<file path="config.mk">
export PLATFORM = sky130hd
export DESIGN_NAME = lp_capture_timer
export DESIGN_NICKNAME = d
export VERILOG_FILES = /design/src/rtl/lpt_pkg.sv /design/src/rtl/lpt_edge_sync.sv /design/src/rtl/lpt_counter.sv /design/src/rtl/lpt_mode_ctrl.sv /design/src/rtl/lp_capture_timer.sv
export SDC_FILE = /design/constraint.sdc
export NUM_CORES = 1
export LEC_CHECK = 0
export ABC_AREA = 1
export BUFFER_PORTS_ARGS = -buffer_cell sky130_fd_sc_hd__buf_2
export CAP_MARGIN = 30
export CORE_UTILIZATION = 35
export DETAILED_ROUTE_END_ITERATION = 12
export GPL_ROUTABILITY_DRIVEN = 0
export PLACE_DENSITY = 0.52
export SYNTH_ARGS = -nofsm -noshare
export SYNTH_HDL_FRONTEND = slang
export SYNTH_HIERARCHICAL = 1
export SYNTH_SLANG_ARGS = --single-unit
</file>
<file path="constraint.sdc">
create_clock -name clk -period 3.48 [get_ports clk]
set_clock_uncertainty 0.05 [all_clocks]
set_input_delay 0.174 -clock clk [delete_from_list [all_inputs] [get_ports clk]]
set_output_delay 0.174 -clock clk [all_outputs]
set_load 0.005 [all_outputs]
</file>
<file path="src/rtl/lpt_pkg.sv">
package lpt_pkg;
    typedef enum logic [1:0] {
        ST_RUN        = 2'd0,
        ST_WAIT       = 2'd1,
        ST_STOP       = 2'd2,
        ST_STOP_ARMED = 2'd3
    } lpt_state_e;
endpackage

</file>
<file path="src/rtl/lpt_edge_sync.sv">
module lpt_edge_sync #(
    parameter int SYNC_STAGES = 2
) (
    input  logic clk,
    input  logic rst_n,
    input  logic pin,
    input  logic rise_sel,
    output logic edge_hit
);
    localparam int LAST = SYNC_STAGES;

    // sh[0..SYNC_STAGES-1] synchronize, sh[LAST] remembers previous level
    logic [LAST:0] sh;

    always_ff @(posedge clk or negedge rst_n) begin
        if (!rst_n) sh <= '0;
        else        sh <= {sh[LAST-1:0], pin};
    end

    logic lvl_now, lvl_old;
    always_comb begin
        lvl_now  = sh[LAST-1];
        lvl_old  = sh[LAST];
        edge_hit = rise_sel ? (lvl_now & ~lvl_old) : (~lvl_now & lvl_old);
    end

    // a rising-edge detection can never repeat on consecutive cycles
    p_single_pulse_r4: assert property (@(posedge clk) disable iff (!rst_n)
        (edge_hit && rise_sel) |=> !(edge_hit && rise_sel));
endmodule

</file>
<file path="src/rtl/lpt_counter.sv">
module lpt_counter #(
    parameter int W = 16
) (
    input  logic         clk,
    input  logic         rst_n,
    input  logic         tick_en,
    input  logic         ovf_clr,
    output logic [W-1:0] cnt,
    output logic         ovf_flag
);
    localparam logic [W-1:0] RESET_VAL = {{(W-2){1'b1}}, 2'b00};
    localparam logic [W-1:0] ALL_ONES  = '1;
    localparam logic [W-1:0] ONE       = {{(W-1){1'b0}}, 1'b1};

    always_ff @(posedge clk or negedge rst_n) begin
        if (!rst_n) begin
            cnt      <= RESET_VAL;
            ovf_flag <= 1'b0;
        end else begin
            if (tick_en) cnt <= cnt + ONE;
            if (tick_en && (cnt == ALL_ONES)) ovf_flag <= 1'b1;
            else if (ovf_clr)                 ovf_flag <= 1'b0;
        end
    end

    // every enabled tick adds one
    p_tick_inc_r2: assert property (@(posedge clk) disable iff (!rst_n)
        tick_en |=> (cnt == $past(cnt) + ONE));
    // no tick means the count holds
    p_hold_r3: assert property (@(posedge clk) disable iff (!rst_n)
        !tick_en |=> $stable(cnt));
    // a wrap always leaves the overflow flag set
    p_ovf_set_r11: assert property (@(posedge clk) disable iff (!rst_n)
        (tick_en && cnt == ALL_ONES) |=> ovf_flag);
endmodule

</file>
<file path="src/rtl/lpt_mode_ctrl.sv">
module lpt_mode_ctrl
    import lpt_pkg::*;
#(
    parameter int W = 16
) (
    input  logic         clk,
    input  logic         rst_n,
    input  logic         stop_mode,
    input  logic         wait_mode,
    input  logic         irq_wake,
    input  logic         edge_hit,
    input  logic         flag_clr,
    input  logic [W-1:0] cnt,
    output logic         tick_en,
    output logic [W-1:0] cap_q,
    output logic         cap_flag
);
    lpt_state_e st_q, st_d;
    logic [W-1:0] arm_data;
    logic in_stop, live_take, wake_xfer, arm_now;

    always_comb begin
        st_d = st_q;
        unique case (st_q)
            ST_RUN: begin
                if (stop_mode)      st_d = ST_STOP;
                else if (wait_mode) st_d = ST_WAIT;
            end
            ST_WAIT: begin
                if (stop_mode)       st_d = ST_STOP;
                else if (!wait_mode) st_d = ST_RUN;
            end
            ST_STOP: begin
                if (irq_wake)      st_d = ST_RUN;
                else if (edge_hit) st_d = ST_STOP_ARMED;
            end
            ST_STOP_ARMED: begin
                if (irq_wake) st_d = ST_RUN;
            end
            default: st_d = ST_RUN;
        endcase
    end

    always_ff @(posedge clk or negedge rst_n) begin
        if (!rst_n) st_q <= ST_RUN;
        else        st_q <= st_d;
    end

    always_comb begin
        in_stop   = (st_q == ST_STOP) || (st_q == ST_STOP_ARMED);
        tick_en   = !in_stop;
        live_take = edge_hit && !in_stop;
        wake_xfer = irq_wake && in_stop;
        arm_now   = edge_hit && (st_q == ST_STOP);
    end

    always_ff @(posedge clk or negedge rst_n) begin
        if (!rst_n) begin
            arm_data <= '0;
            cap_q    <= '0;
            cap_flag <= 1'b0;
        end else begin
            if (arm_now) arm_data <= cnt;
            if (wake_xfer && (st_q == ST_STOP_ARMED)) begin
                cap_q    <= arm_data;
                cap_flag <= 1'b1;
            end else if (wake_xfer && arm_now) begin
                cap_q    <= cnt;
                cap_flag <= 1'b1;
            end else if (live_take) begin
                cap_q    <= cnt;
                cap_flag <= 1'b1;
            end else if (flag_clr) begin
                cap_flag <= 1'b0;
            end
        end
    end

    // no flag appears while stop persists
    p_silent_arm_r5: assert property (@(posedge clk) disable iff (!rst_n)
        (in_stop && !irq_wake) |=> !$rose(cap_flag));
    // capture data untouched while stop persists
    p_cap_frozen_r5: assert property (@(posedge clk) disable iff (!rst_n)
        (in_stop && !irq_wake) |=> $stable(cap_q));
    // a live capture wins over a simultaneous clear
    p_live_wins_r9: assert property (@(posedge clk) disable iff (!rst_n)
        (edge_hit && !in_stop) |=> cap_flag);
    // waking after an armed edge publishes the flag
    p_wake_flag_r6: assert property (@(posedge clk) disable iff (!rst_n)
        (st_q == ST_STOP_ARMED && irq_wake) |=> cap_flag);
    // irq_wake outside stop never changes the capture register
    p_wake_ignored_r12: assert property (@(posedge clk) disable iff (!rst_n)
        (!in_stop && !edge_hit) |=> $stable(cap_q));
endmodule

</file>
<file path="src/rtl/lp_capture_timer.sv">
module lp_capture_timer #(
    parameter int W           = 16,
    parameter int SYNC_STAGES = 2
) (
    input  logic         clk,
    input  logic         rst_n,
    input  logic         wait_mode,
    input  logic         stop_mode,
    input  logic         irq_wake,
    input  logic         cap_pin,
    input  logic         edge_rise,
    input  logic         irq_en,
    input  logic         flag_clr,
    input  logic         ovf_clr,
    output logic [W-1:0] count_o,
    output logic [W-1:0] capture_o,
    output logic         cap_flag,
    output logic         ovf_flag,
    output logic         irq_req
);
    logic edge_hit;
    logic tick_en;

    lpt_edge_sync #(.SYNC_STAGES(SYNC_STAGES)) u_sync (
        .clk      (clk),
        .rst_n    (rst_n),
        .pin      (cap_pin),
        .rise_sel (edge_rise),
        .edge_hit (edge_hit)
    );

    lpt_mode_ctrl #(.W(W)) u_ctrl (
        .clk       (clk),
        .rst_n     (rst_n),
        .stop_mode (stop_mode),
        .wait_mode (wait_mode),
        .irq_wake  (irq_wake),
        .edge_hit  (edge_hit),
        .flag_clr  (flag_clr),
        .cnt       (count_o),
        .tick_en   (tick_en),
        .cap_q     (capture_o),
        .cap_flag  (cap_flag)
    );

    lpt_counter #(.W(W)) u_cnt (
        .clk      (clk),
        .rst_n    (rst_n),
        .tick_en  (tick_en),
        .ovf_clr  (ovf_clr),
        .cnt      (count_o),
        .ovf_flag (ovf_flag)
    );

    assign irq_req = irq_en & (cap_flag | ovf_flag);

    // a request never appears with interrupts disabled
    p_irq_gate_r10: assert property (@(posedge clk) disable iff (!rst_n)
        irq_req |-> irq_en);
endmodule

</file>
==> flow_summary.toml <==
[run_status]
status = "finished clean"

[global_routing]
antenna_found_initial = 0
grt_use_total_pct = 17.0
overflow = 0
grt_pass1_wl_um = 10300
grt_max_degree = 41
grt_pass1_vias = 2106

[final_layout]
n_antenna_cell = 0
layout.area.seq_mm2 = 0.00139
final_area_mm2 = 0.00308
num-fill-cells = 799
fin_util_pct = 42.3
final-instance-count-excl-fill = 485
multi_input_area_mm2 = 0.00107
layout-drive-gt1-share_pct = 21.5
area_growth_pct = 16.4
final_common_cell = "nand2_1"
final_cell_mix = "nand2_1 (138), buf_2 (44), dfrtp_1 (41)"
nets = 396

[drt]
firstDrtPassIters = 4
vias = 2212
route.detailed.drc = 0
wirelength_um = 5970
via_per_inst = 4.56
drtIter0Drc = 146
antenna_left = 0
avgRoutedWirePerCell_um = 12.3

[synth]
async_flop_share_pct = 100
yosys.cell_types.count = 22
synthAdderAreaFrac_pct = 0.473
synth_compound_area_share_pct = 4.54
synth-simple-area-share_pct = 32.9
synthMuxAreaShare_pct = 0
syn_inst = 337
synth.cell_area_mm2 = 0.00265
synthesis.nets = 348
ys_seq_area_share_pct = 52.6
synth-xor-area-share_pct = 2.65
ys_top_cells_by_area = "dfrtp_1 (39%), nand2_1 (20%), dfstp_2 (14%)"
postSynthAreaPerCell_um2 = 7.86
yosys.area.top_type_share_pct = 38.8
synth_seq_cells = 55
synth_top_family_by_area = "simple AND/OR/NAND/NOR gates"
yosysTopAreaCell = "dfrtp_1"
yosys_most_used_dff = "dfrtp_1"
ys_warn_count = 6
synth_edf_count = 0

[sta]
final-max-slew-violation-count = 0
max_slew.worst_pin.slew_ns = 0.918
maxSlewHeadroom_pct = 38.8
whs_ns = 0.163
period_minus_slack_ns = 1.92
layout_setup_ws_ns = 1.56
fin_crit_sh_pct = 55.1
rsz0062_at_grt = "false"
tns_ns = 0
finalSetupViolCount = 0
finalHoldViolCount = 0
fmax_ghz = 0.522

[place]
dpl_worst_slack_ns = 1.56
dpl_cell_area_mm2 = 0.00296
dp.cells = 473
port_buffers = 44
dp_hpwl_um = 4130

[power]
internal-power_mw = 1.14
powerDensity_mw_per_mm2 = 596
p_leak_nw = 1.66
combPwrFrac_pct = 29.0
p_total_mw = 1.84
seqPwrFrac_pct = 51.6
p_clk_share_pct = 19.5
swShare_pct = 37.9
p_switching_uw = 697
ir_worst_vdd_mv = 0.220

[clock_tree]
clockRootBuffer = "clkbuf_8"
cts.sinks = 55
cts_setup_buffers = 0
cts_buffers = 5
cts_tree = "yes"
h-tree-depth = 2
clk_latency_ns = 0.31
clkTransAtPathRegs_ns = 0.10
clk_path_buf_depth = 2

[floorplanning]
core_area_mm2 = 0.00729
start_util_pct = 36.3
die_w_um = 89.0
fp-row-count = 31
io_pins = 45
fp.dieArea_mm2 = 0.00792
die_h_um = 89.0

[critical_path]
worstPathArrival_ns = 2.13
crit_type = "register to register"
required_ns = 3.69
end_kind = "register"
critPathMaxFanout = 24
start_kind = "register"

[hold_path]
min_path_type = "input pin to register"

[run]
cap_viol_max_count = 0
-- registers in the layout, summed over array words and instances (netlist names) --
name	count
u_cnt/cnt	16
u_ctrl/cap_flag	1
u_cnt/ovf_flag	1
u_sync/sh	3
u_ctrl/st_q	2
u_ctrl/cap_q	16
u_ctrl/arm_data	16
-- cell type report --
class | count | share of cell area, %
Sequential cell | 55 | 45.2
Multi-Input combinational cell | 238 | 34.9
Timing Repair Buffer | 49 | 8.69
Inverter | 36 | 4.38
Tap cell | 99 | 4.02
Clock buffer | 5 | 2.23
Clock inverter | 3 | 0.609
-- critical path, cell delays in order, from the launching register on --
cell and delay [ns]:
dfrtp_1 0.62, nand3_1 0.66, o21ai_0 0.39, nand2_1 0.08, nand2_1 0.06
-- what timing repair did --
item | in CTS | in global routing
gates resized for setup | 0 | 0
hold endpoints to repair | 29 | 0
hold buffers | 4 | 0
-- worst paths after layout --
check                                                start                              to  slack (ns)  cells past startpoint
worst max-delay path            u_ctrl/st_q[1]$_DFFE_PN0P_     u_ctrl/cap_q[6]$_DFFE_PN0P_        1.56                      4
worst min-delay path                             stop_mode      u_ctrl/st_q[1]$_DFFE_PN0P_        0.16                      5
worst max register to register  u_ctrl/st_q[1]$_DFFE_PN0P_     u_ctrl/cap_q[6]$_DFFE_PN0P_        1.56                      4
worst min register to register      u_sync/sh[0]$_DFF_PN0_          u_sync/sh[1]$_DFF_PN0_        0.31                      0
max in group asynchronous                            rst_n        u_cnt/cnt[2]$_DFFE_PN1P_        2.06                      3
min in group asynchronous                            rst_n  u_ctrl/arm_data[5]$_DFFE_PN0P_        0.47                      2
-- cell usage after synthesis, drive strengths merged (3+ instances only) --
cell   instances
a21oi          8
xnor2          5
inv           36
xor2           3
buf            7
nand4          5
dfrtp         41
o21ai         13
dfstp         14
nand2        144
nor2          30
nand3         28
-- power by group through the flow --
stage / registers (mW) / clock network [mW] / logic [mW]
final: 0.948 / 0.358 / 0.532
after global routing: 0.978 / 0.400 / 0.622
after CTS: 0.952 / 0.374 / 0.541
after detailed placement: 0.963 / 0 / 0.534
after global placement: 0.959 / 0 / 0.529
after floorplan: 0.919 / 0 / 0.382
-- kinds of logic (layout without fill, tap and decap cells) --
group / Yosys count / count (layout)
adder cells (fa/ha/maj): 1 / 1
AND/OR/NAND/NOR: 208 / 208
buffers and inverters: 44 / 93
AO/OA/AOI/OAI: 21 / 21
flip-flops: 55 / 55
XOR/XNOR: 8 / 8
-- metal layers --
metal | vias up | wire length [um] | track usage (%)
li1 | 1138 | - | -
met1 | 1015 | 3000 | 24.8
met2 | 50 | 2610 | 25.4
met3 | 9 | 270 | 3.32
met4 | 0 | 93 | 5.34
met5 | - | 0 | 0
No activity file was read; power rests on OpenSTA's default activity.
